<file path="src/rtl/gf2s_pkg.sv">
package gf2s_pkg;
  typedef enum logic [1:0] {
    ST_IDLE = 2'd0,
    ST_ELIM = 2'd1,
    ST_ENUM = 2'd2,
    ST_FIN  = 2'd3
  } gf2s_st_e;
endpackage

</file>
<file path="src/rtl/gf2s_pivot_pick.sv">
// Chooses the next pivot: an unused row of weight one first, else the
// first unused non-zero row; the pivot column is its lowest set bit.
module gf2s_pivot_pick #(
  parameter int M  = 12,
  parameter int L  = 8,
  parameter int RW = 4,
  parameter int CW = 3
) (
  input  logic [M-1:0][L-1:0] rows_i,
  input  logic [M-1:0]        used_i,
  output logic                have_o,
  output logic [RW-1:0]       prow_o,
  output logic [CW-1:0]       pcol_o
);
  logic          single_f, any_f;
  logic [RW-1:0] single_r, any_r;
  logic          col_f;

  always_comb begin
    single_f = 1'b0;
    any_f    = 1'b0;
    single_r = '0;
    any_r    = '0;
    for (int i = 0; i < M; i++) begin
      if (!used_i[i] && ($countones(rows_i[i]) == 1) && !single_f) begin
        single_f = 1'b1;
        single_r = RW'(i);
      end
      if (!used_i[i] && (rows_i[i] != '0) && !any_f) begin
        any_f = 1'b1;
        any_r = RW'(i);
      end
    end
    have_o = single_f | any_f;
    prow_o = single_f ? single_r : any_r;
    pcol_o = '0;
    col_f  = 1'b0;
    for (int j = 0; j < L; j++) begin
      if (rows_i[prow_o][j] && !col_f) begin
        col_f  = 1'b1;
        pcol_o = CW'(j);
      end
    end
  end
endmodule

</file>
<file path="src/rtl/gf2s_cand.sv">
// Builds one candidate from a free-variable assignment on the reduced system.
module gf2s_cand #(
  parameter int M    = 12,
  parameter int L    = 8,
  parameter int RW   = 4,
  parameter int GW   = 6,
  parameter int FMAX = 4,
  parameter int KW   = 10
) (
  input  logic [M-1:0][L-1:0]  rows_i,
  input  logic [M-1:0]         syn_i,
  input  logic [L-1:0]         piv_i,
  input  logic [L-1:0][RW-1:0] prow_i,
  input  logic [L-1:0][GW-1:0] gam_i,
  input  logic [FMAX:0]        cnt_i,
  output logic [L-1:0]         e_o,
  output logic [KW-1:0]        cost_o
);
  logic [L-1:0] efree;
  int           k;

  always_comb begin
    efree = '0;
    k     = 0;
    for (int j = 0; j < L; j++) begin
      if (!piv_i[j]) begin
        if (k < FMAX) efree[j] = cnt_i[k];
        k = k + 1;
      end
    end
    cost_o = '0;
    for (int j = 0; j < L; j++) begin
      if (piv_i[j]) e_o[j] = syn_i[prow_i[j]] ^ (^(rows_i[prow_i[j]] & efree));
      else          e_o[j] = efree[j];
      if (e_o[j]) cost_o = cost_o + KW'(gam_i[j]);
    end
  end
endmodule

</file>
<file path="src/rtl/gf2s_solver.sv">
module gf2s_solver #(
  parameter int M    = 12,
  parameter int L    = 8,
  parameter int GW   = 6,
  parameter int FMAX = 4
) (
  input  logic                          clk,
  input  logic                          rst_n,
  input  logic                          start_i,
  input  logic [M-1:0]                  syn_i,
  input  logic [L*M-1:0]                cols_i,
  input  logic [L*GW-1:0]               gam_i,
  output logic                          done_o,
  output logic                          found_o,
  output logic [L-1:0]                  err_o,
  output logic [GW+$clog2(L+1)-1:0]     cost_o
);
  import gf2s_pkg::*;

  localparam int RW = (M > 1) ? $clog2(M) : 1;
  localparam int CW = (L > 1) ? $clog2(L) : 1;
  localparam int NW = $clog2(L+1);
  localparam int FW = FMAX + 1;
  localparam int KW = GW + $clog2(L+1);

  gf2s_st_e                st_q, st_d;
  logic [M-1:0][L-1:0]     rows_q, rows_d;
  logic [M-1:0]            syn_q, syn_d;
  logic [M-1:0]            used_q, used_d;
  logic [L-1:0]            piv_q, piv_d;
  logic [L-1:0][RW-1:0]    prow_q, prow_d;
  logic [L-1:0][GW-1:0]    gam_q, gam_d;
  logic [FW-1:0]           cnt_q, cnt_d;
  logic [L-1:0]            be_q, be_d;
  logic [KW-1:0]           bc_q, bc_d;
  logic                    bok_q, bok_d;
  logic                    done_q, done_d, found_q, found_d;
  logic [L-1:0]            err_q, err_d;
  logic [KW-1:0]           cost_q, cost_d;

  logic                    have_piv;
  logic [RW-1:0]           pv_row;
  logic [CW-1:0]           pv_col;
  logic [L-1:0]            cand_e;
  logic [KW-1:0]           cand_cost;
  logic                    bad;
  logic [NW-1:0]           nfree;
  logic [FW-1:0]           last_cnt;

  gf2s_pivot_pick #(.M(M), .L(L), .RW(RW), .CW(CW)) u_pick (
    .rows_i (rows_q), .used_i (used_q),
    .have_o (have_piv), .prow_o (pv_row), .pcol_o (pv_col)
  );

  gf2s_cand #(.M(M), .L(L), .RW(RW), .GW(GW), .FMAX(FMAX), .KW(KW)) u_cand (
    .rows_i (rows_q), .syn_i (syn_q), .piv_i (piv_q), .prow_i (prow_q),
    .gam_i (gam_q), .cnt_i (cnt_q), .e_o (cand_e), .cost_o (cand_cost)
  );

  // zero coefficient row with a set syndrome bit: inconsistent system
  always_comb begin
    bad = 1'b0;
    for (int i = 0; i < M; i++) bad = bad | ((rows_q[i] == '0) & syn_q[i]);
  end

  always_comb begin
    nfree = '0;
    for (int j = 0; j < L; j++) if (!piv_q[j]) nfree = nfree + NW'(1);
  end

  assign last_cnt = (FW'(1) << nfree) - FW'(1);

  always_comb begin
    st_d = st_q;   rows_d = rows_q; syn_d = syn_q;   used_d = used_q;
    piv_d = piv_q; prow_d = prow_q; gam_d = gam_q;   cnt_d = cnt_q;
    be_d = be_q;   bc_d = bc_q;     bok_d = bok_q;
    done_d = 1'b0; found_d = found_q; err_d = err_q; cost_d = cost_q;
    case (st_q)
      ST_IDLE: begin
        if (start_i) begin
          for (int i = 0; i < M; i++)
            for (int j = 0; j < L; j++) rows_d[i][j] = cols_i[j*M+i];
          syn_d  = syn_i;
          gam_d  = gam_i;
          used_d = '0;
          piv_d  = '0;
          prow_d = '0;
          be_d   = '0;
          bc_d   = '0;
          bok_d  = 1'b0;
          st_d   = ST_ELIM;
        end
      end
      ST_ELIM: begin
        if (bad) begin
          st_d = ST_FIN;
        end else if (have_piv) begin
          for (int i = 0; i < M; i++) begin
            if ((RW'(i) != pv_row) && rows_q[i][pv_col]) begin
              rows_d[i] = rows_q[i] ^ rows_q[pv_row];
              syn_d[i]  = syn_q[i] ^ syn_q[pv_row];
            end
          end
          used_d[pv_row] = 1'b1;
          piv_d[pv_col]  = 1'b1;
          prow_d[pv_col] = pv_row;
        end else if (int'(nfree) > FMAX) begin
          st_d = ST_FIN;
        end else begin
          cnt_d = '0;
          st_d  = ST_ENUM;
        end
      end
      ST_ENUM: begin
        if (!bok_q || (cand_cost < bc_q)) begin
          be_d  = cand_e;
          bc_d  = cand_cost;
          bok_d = 1'b1;
        end
        if (cnt_q == last_cnt) st_d = ST_FIN;
        else                   cnt_d = cnt_q + FW'(1);
      end
      ST_FIN: begin
        done_d  = 1'b1;
        found_d = bok_q;
        err_d   = be_q;
        cost_d  = bc_q;
        st_d    = ST_IDLE;
      end
      default: st_d = ST_IDLE;
    endcase
  end

  always_ff @(posedge clk or negedge rst_n) begin
    if (!rst_n) begin
      st_q <= ST_IDLE;   rows_q <= '0; syn_q <= '0;   used_q <= '0;
      piv_q <= '0;       prow_q <= '0; gam_q <= '0;   cnt_q <= '0;
      be_q <= '0;        bc_q <= '0;   bok_q <= 1'b0;
      done_q <= 1'b0;    found_q <= 1'b0; err_q <= '0; cost_q <= '0;
    end else begin
      st_q <= st_d;      rows_q <= rows_d; syn_q <= syn_d; used_q <= used_d;
      piv_q <= piv_d;    prow_q <= prow_d; gam_q <= gam_d; cnt_q <= cnt_d;
      be_q <= be_d;      bc_q <= bc_d;     bok_q <= bok_d;
      done_q <= done_d;  found_q <= found_d; err_q <= err_d; cost_q <= cost_d;
    end
  end

  assign done_o  = done_q;
  assign found_o = found_q;
  assign err_o   = err_q;
  assign cost_o  = cost_q;
endmodule

</file>
<file path="config.mk">
export PLATFORM = sky130hd
export DESIGN_NAME = gf2s_solver
export DESIGN_NICKNAME = d
export VERILOG_FILES = /design/src/rtl/gf2s_pkg.sv /design/src/rtl/gf2s_pivot_pick.sv /design/src/rtl/gf2s_cand.sv /design/src/rtl/gf2s_solver.sv
export SDC_FILE = /design/constraint.sdc
export NUM_CORES = 1
export LEC_CHECK = 0
export BUFFER_PORTS_ARGS = -buffer_cell sky130_fd_sc_hd__buf_2
export CAP_MARGIN = 20
export CELL_PAD_IN_SITES_DETAIL_PLACEMENT = 0
export CELL_PAD_IN_SITES_GLOBAL_PLACEMENT = 1
export CORE_MARGIN = 1
export CORE_UTILIZATION = 45
export CTS_BUF_LIST = sky130_fd_sc_hd__clkbuf_16
export CTS_CLUSTER_DIAMETER = 50
export DETAILED_ROUTE_END_ITERATION = 8
export PLACE_DENSITY = 0.78
export SLEW_MARGIN = 20
export SYNTH_ARGS = -nofsm -noshare
export SYNTH_HDL_FRONTEND = slang
export SYNTH_SLANG_ARGS = --single-unit
</file>
<file path="constraint.sdc">
create_clock -name clk -period 14.44 [get_ports clk]
set_input_delay 2.888 -clock clk [delete_from_list [all_inputs] [get_ports clk]]
set_output_delay 2.888 -clock clk [all_outputs]
set_load 0.01 [all_outputs]
</file>
==> results.toml, run 1 <==
[grt]
grt_pass1_vias = 27790
antenna_found_initial = 13
grt_pass1_wl_microns = 195800
track_usage_pct = 41.15
overflow = 0
grt_max_degree = 98

[clocking]
clkTransAtPathRegs_ns = 0.06
cts_buffer_depth = 3
clock-sinks = 254
cts_tree = "done"
clock_latency_ns = 0.59
cts_max_level = 2
holdBufCountCts = 0
numCtsBuffers = 43
cts_root_buf = "clkbuf_16"

[yosys]
synth-edff-count = 0
synth_seq_cells = 254
ys_warn_count = 0
ys_async_sr_fraction_pct = 100.0
postSynthCellCount = 3125
syn_area_sq_um = 28910
syn-num-nets = 3526
synth_ff_type = "dfrtp_1"
synth_area_per_cell_sq_um = 9.252
synth_largest_area_cell = "dfrtp_1"
synthDominantCellAreaShare_pct = 21.98
synth_area_leaders = "dfrtp_1 22%, mux4_2 16%, ha_1 8.1%"
yosysMostFrequentCell = "dfrtp_1"
ys_seq_area_share_pct = 21.98
synth_common_cells = "254 x dfrtp_1, 251 x inv_1, 237 x clkbuf_1"
synth_cell_type_count = 105

[sta]
timing.final.crit_share_pct = 95.15
clock_skew_ns = 0.03467
worst_pin_slew_ns = 1.219
hold_viol_final = 0
relSlewSlack_pct = 18.74
min_period_ns = 13.74
slew_violations = 0
setup_viol = 0
fmax_ghz = 0.07278
holdWs_ns = 0.4795

[finish]
nets = 3625
drive_above_1_share_pct = 26.44
fillCellCount = 5800
fin_cells = 4113
synthToLayoutAreaGrowth_pct = 13.66
fin_util_pct = 51.90

[worst_setup_path]
cpPeakStageDelay_ns = 0.40
critPathLaunchType = "register"
path_delay_family = "adder cells"
crit_type = "reg2reg"
cp_slowest_cell = "dfrtp_1"
path_buf_inv = 5
cp.required_ns = 14.96
crit_arrival_ns = 14.26
critPathCaptureType = "register"
cpMostUsedCell = "ha_1"
critPathMaxFanout = 5

[placement]
gp_congestion = 1.023
place_inst = 4010
port_buffers = 178
hpwl_microns = 99700

[job]
cap_violations = 0

[die]
io_pins = 179
start_util_pct = 45.67
fp-row-count = 92
die_w_microns = 255.5
coreArea_sq_um = 63310
die_height_microns = 255.5
dieArea_sq_um = 65260

[routing]
vias = 28350
wire_per_inst_microns = 33.04
firstDrtPassIters = 7
antenna_left = 0
drc = 0
avgViaCountPerCell = 6.894
wirelength_microns = 135900
drtIter0Drc = 3426

[status]
status = "complete, no violations"

[min_path]
holdCritPathClass = "reg2reg"
## worst paths after layout
check	startpoint	end	slack, ns	cells past startpoint
hold reg to reg	be_q[4]$_DFFE_PN0P_	be_q[4]$_DFFE_PN0P_	0.48	2
max in group asynchronous	rst_n	rows_q[75]$_DFFE_PN0P_	10.16	3
min in group asynchronous	rst_n	cnt_q[2]$_DFFE_PN0P_	2.32	1
setup reg to reg	piv_q[0]$_DFFE_PN0P_	bc_q[9]$_DFFE_PN0P_	0.70	69
setup / recovery	piv_q[0]$_DFFE_PN0P_	bc_q[9]$_DFFE_PN0P_	0.70	69
hold / removal	be_q[4]$_DFFE_PN0P_	be_q[4]$_DFFE_PN0P_	0.48	2
## cell usage in the layout, fill, tap and decap left out, types with 14 or more instances in the layout
master,instances
a211oi_1,28
a21o_1,23
a21oi_1,208
a22oi_1,41
a31oi_1,16
and2_1,33
and3_1,15
buf_2,177
buf_4,177
clkbuf_16,43
dfrtp_1,253
fa_1,54
ha_1,177
inv_1,252
mux2_2,93
mux2i_1,84
mux4_2,210
nand2_1,228
nand2b_1,23
nand3_1,89
nand4_1,14
nor2_1,145
nor2b_1,23
nor3_1,60
nor4_1,20
o211ai_1,16
o21ai_0,179
o221a_2,26
o221ai_1,17
o22ai_1,71
o31ai_1,23
or3_1,31
xnor2_1,43
xnor3_1,14
xor2_1,32
## timing repair
item	4_1_cts	5_1_grt
pin swaps	3	20
setup endpoints to repair	18	18
endpoints found under the hold margin	0	0
setup buffers	3	11
gates resized for setup	8	44
## worst register-to-register path, delay by kind of cell (launching register included)
kind,cells,cell delay [ns]
adders and majority gates,14,4.06
muxes,5,1.41
and+or+nand+nor,17,2.44
xor gates and xnor gates,8,1.42
buffers and inverters,5,0.48
DFF,1,0.40
AOI/OAI and AO/OA,20,3.52
## cells by family (layout without fill, tap and decap cells)
logic type | after synthesis | in the layout | share of synthesized area, %
xor+xnor | 97 | 97 | 3.774
flops | 254 | 254 | 21.98
simple gates | 767 | 767 | 13.13
mux | 391 | 391 | 23.24
fa+ha+maj | 242 | 242 | 11.90
buf+inv | 560 | 692 | 7.552
compound gates | 814 | 814 | 18.42
other cells | 0 | 10 | 0
## area by class of cell
class | count | area [sq um] | share of cell area (%)
Sequential cell | 254 | 6357 | 19.35
Clock inverter | 35 | 411.6 | 1.253
Timing Repair Buffer | 357 | 2257 | 6.869
Antenna cell | 10 | 25.02 | 0.07615
Multi-Input combinational cell | 2311 | 20710 | 63.02
Tap cell | 846 | 1059 | 3.221
Clock buffer | 43 | 1076 | 3.275
Inverter | 257 | 964.7 | 2.936
## registers in the layout, indices dropped and copies added, names as in the netlist
name     count
bc_q        10
prow_q      32
found_o      1
rows_q      96
be_q         8
gam_q       48
cnt_q        5
used_q      12
bok_q        1
piv_q        8
cost_o      10
done_o       1
syn_q       12
err_o        8
st_q         2
## per-stage QoR
| step | instance area [sq um] | TNS [ns] | setup WS, ns |
|---|---|---|---|
| after floorplan | 28910 | 0 | 0.6467 |
| after global placement | 30960 | 0 | 0.1606 |
| after detailed placement | 30960 | -0.9081 | -0.2171 |
| after CTS | 32510 | 0 | 0.02703 |
| after global routing | 32840 | -0.4297 | -0.1349 |
| final | 32860 | 0 | 0.7004 |
## per-layer routing
metal  global-route usage [%]  part of all wire [%]  up-vias
met5                        0                 0.038        -
met4                    27.36                   8.0        8
met3                    11.63                    11      541
met2                    63.10                    44     1953
met1                    50.53                    36    14100
li1                         -                     -    11760
Power of run 1 is left out: the tool's default activity adds up to more than one toggle a clock period on the data nets, which glitch-free logic cannot reach.
==> run 2: changes to the inputs <==
CORE_UTILIZATION = 49   (was 45)
PLACE_DENSITY = 0.8   (was 0.78)
clock period = 12.96 ns   (was 14.44 ns; I/O delays follow)
==> run 2 against run 1 <==
  * Count of clock-buffer cells in the layout up 1
  * Fmax up 6.3%
  * Critical endpoint unchanged
  * Clock skew down 0.0021 ns
  * Sequential share of layout area down 0.69 points
  * Design area up 3.7%
  * Global-route usage up 5.1 points
  * Largest cell class unchanged
  * First-iteration DRC count up 5.3%
  * Critical path depth up 3
  * Register-to-register slack worse by 0.67 ns
==> results.toml, run 2 (synthesis gave the netlist of run 1 again) <==
[status]
status = "complete, no violations"

[sta]
worst_pin_slew_ns = 1.205
slew_violations = 0
min_period_ns = 12.93
clock_skew_ns = 0.03259
holdWs_ns = 0.4792
setup_viol = 0
hold_viol_final = 0
rsz0062_at_grt = "yes"
fmax_ghz = 0.07734
relSlewSlack_pct = 19.67
setup_slack_ns = 0.02973
tns_ns = 0
timing.final.crit_share_pct = 99.77

[worst_setup_path]
cp.required_ns = 13.51
critPathMaxFanout = 4
critPathCaptureType = "register"
crit_arrival_ns = 13.48
cpMostUsedCell = "ha_4"
crit_type = "reg2reg"
cp_slowest_cell = "dfrtp_1"
critPathLaunchType = "register"
cpPeakStageDelay_ns = 0.41

[routing]
vias = 29340
firstDrtPassIters = 7
antenna_left = 0
wire_per_inst_microns = 33.52
wirelength_microns = 139400
avgViaCountPerCell = 7.056
drtIter0Drc = 3609
drc = 0

[clocking]
holdBufCountCts = 0
clkTransAtPathRegs_ns = 0.06
cts_tree = "done"
cts_root_buf = "clkbuf_16"
clock-sinks = 254
cts_max_level = 2
numCtsBuffers = 43
cts_buffer_depth = 3
clock_latency_ns = 0.62

[grt]
grt_pass1_vias = 29370
grt_max_degree = 146
track_usage_pct = 46.28
antenna_found_initial = 13
overflow = 0
grt_pass1_wl_microns = 199500

[placement]
gp_congestion = 1.068
port_buffers = 178
hpwl_microns = 102000
place_inst = 4042
dp_slack_ns = -0.4325

[die]
io_pins = 179
start_util_pct = 49.83
die_w_microns = 244.9
die_height_microns = 244.9
coreArea_sq_um = 58030
dieArea_sq_um = 59980
fp-row-count = 88

[finish]
drive_above_1_share_pct = 30.69
synthToLayoutAreaGrowth_pct = 17.89
final_common_cell = "buf_4"
fin_cells = 4158
reg_top3 = "rows_q x96, gam_q x48, prow_q x32"
final_cell_mix = "298 x buf_4, 253 x dfrtp_1, 248 x inv_1, 224 x nand2_1, 210 x mux4_2"
nets = 3752
largest_reg_flops = 96
largest-register = "rows_q"

[job]
cap_violations = 0

[min_path]
holdCritPathClass = "reg2reg"
## run 2: cell types whose count changed in the layout (fill, tap and decap cells not counted), moves of 6 or more
cell,before,now
buf_4,177,298
ha_4,6,22
ha_1,177,163
mux2_2,93,87
mux2_4,0,6
## run 2: what timing repair did
action | 4_1_cts | 5_1_grt
pin swaps | 46 | 58
setup buffers | 18 | 9
endpoints found under the setup margin | 18 | 18
gates resized for setup | 41 | 60
## run 2: path summary, 6_finish.rpt
path / start / endpoint / slack, ns / cells past startpoint
max in group asynchronous: rst_n / rows_q[41]$_DFFE_PN0P_ / 9.46 / 3
min reg2reg: be_q[0]$_DFFE_PN0P_ / be_q[0]$_DFFE_PN0P_ / 0.48 / 2
max reg2reg: piv_q[1]$_DFFE_PN0P_ / bc_q[9]$_DFFE_PN0P_ / 0.03 / 72
max: piv_q[1]$_DFFE_PN0P_ / bc_q[9]$_DFFE_PN0P_ / 0.03 / 72
min in group asynchronous: rst_n / gam_q[2]$_DFFE_PN0P_ / 2.00 / 1
min: be_q[0]$_DFFE_PN0P_ / be_q[0]$_DFFE_PN0P_ / 0.48 / 2
## run 2: cell type report
type | count | area (sq um)
Multi-Input combinational cell | 2311 | 21100
Fill cell | 5084 | 23940
Clock buffer | 44 | 1101
Timing Repair Buffer | 484 | 3256
Sequential cell | 254 | 6357
Clock inverter | 35 | 329.1
Antenna cell | 8 | 20.02
Tap cell | 765 | 957.2
Inverter | 257 | 964.7
## run 2: critical path, delay by kind of cell, from the launching register on
family,cells,cell delay [ns]
muxes,2,0.56
adders and majority gates,14,3.54
and+or+nand+nor,25,3.28
xor gates and xnor gates,7,1.22
buffers and inverters,5,0.46
DFF,1,0.41
AOI/OAI and AO/OA,19,3.39
## run 2: per-stage QoR
step,utilization [%],area [sq um]
detailed placement,54.96,31890
CTS,58.02,33670
floorplan,-,29100
global placement,54.96,31890
finish,58.74,34080
global route,58.72,34080
## run 2: routing by layer
metal  vias to the layer above  track usage [%]  part of all wire (%)
li1                      12010                -                     -
met1                     14280            53.47                    34
met2                      2269            69.40                    43
met3                       775            18.10                    13
met4                        10            34.17                   9.6
met5                         -            1.225                  0.11
Power of run 2 is left out for the same reason.
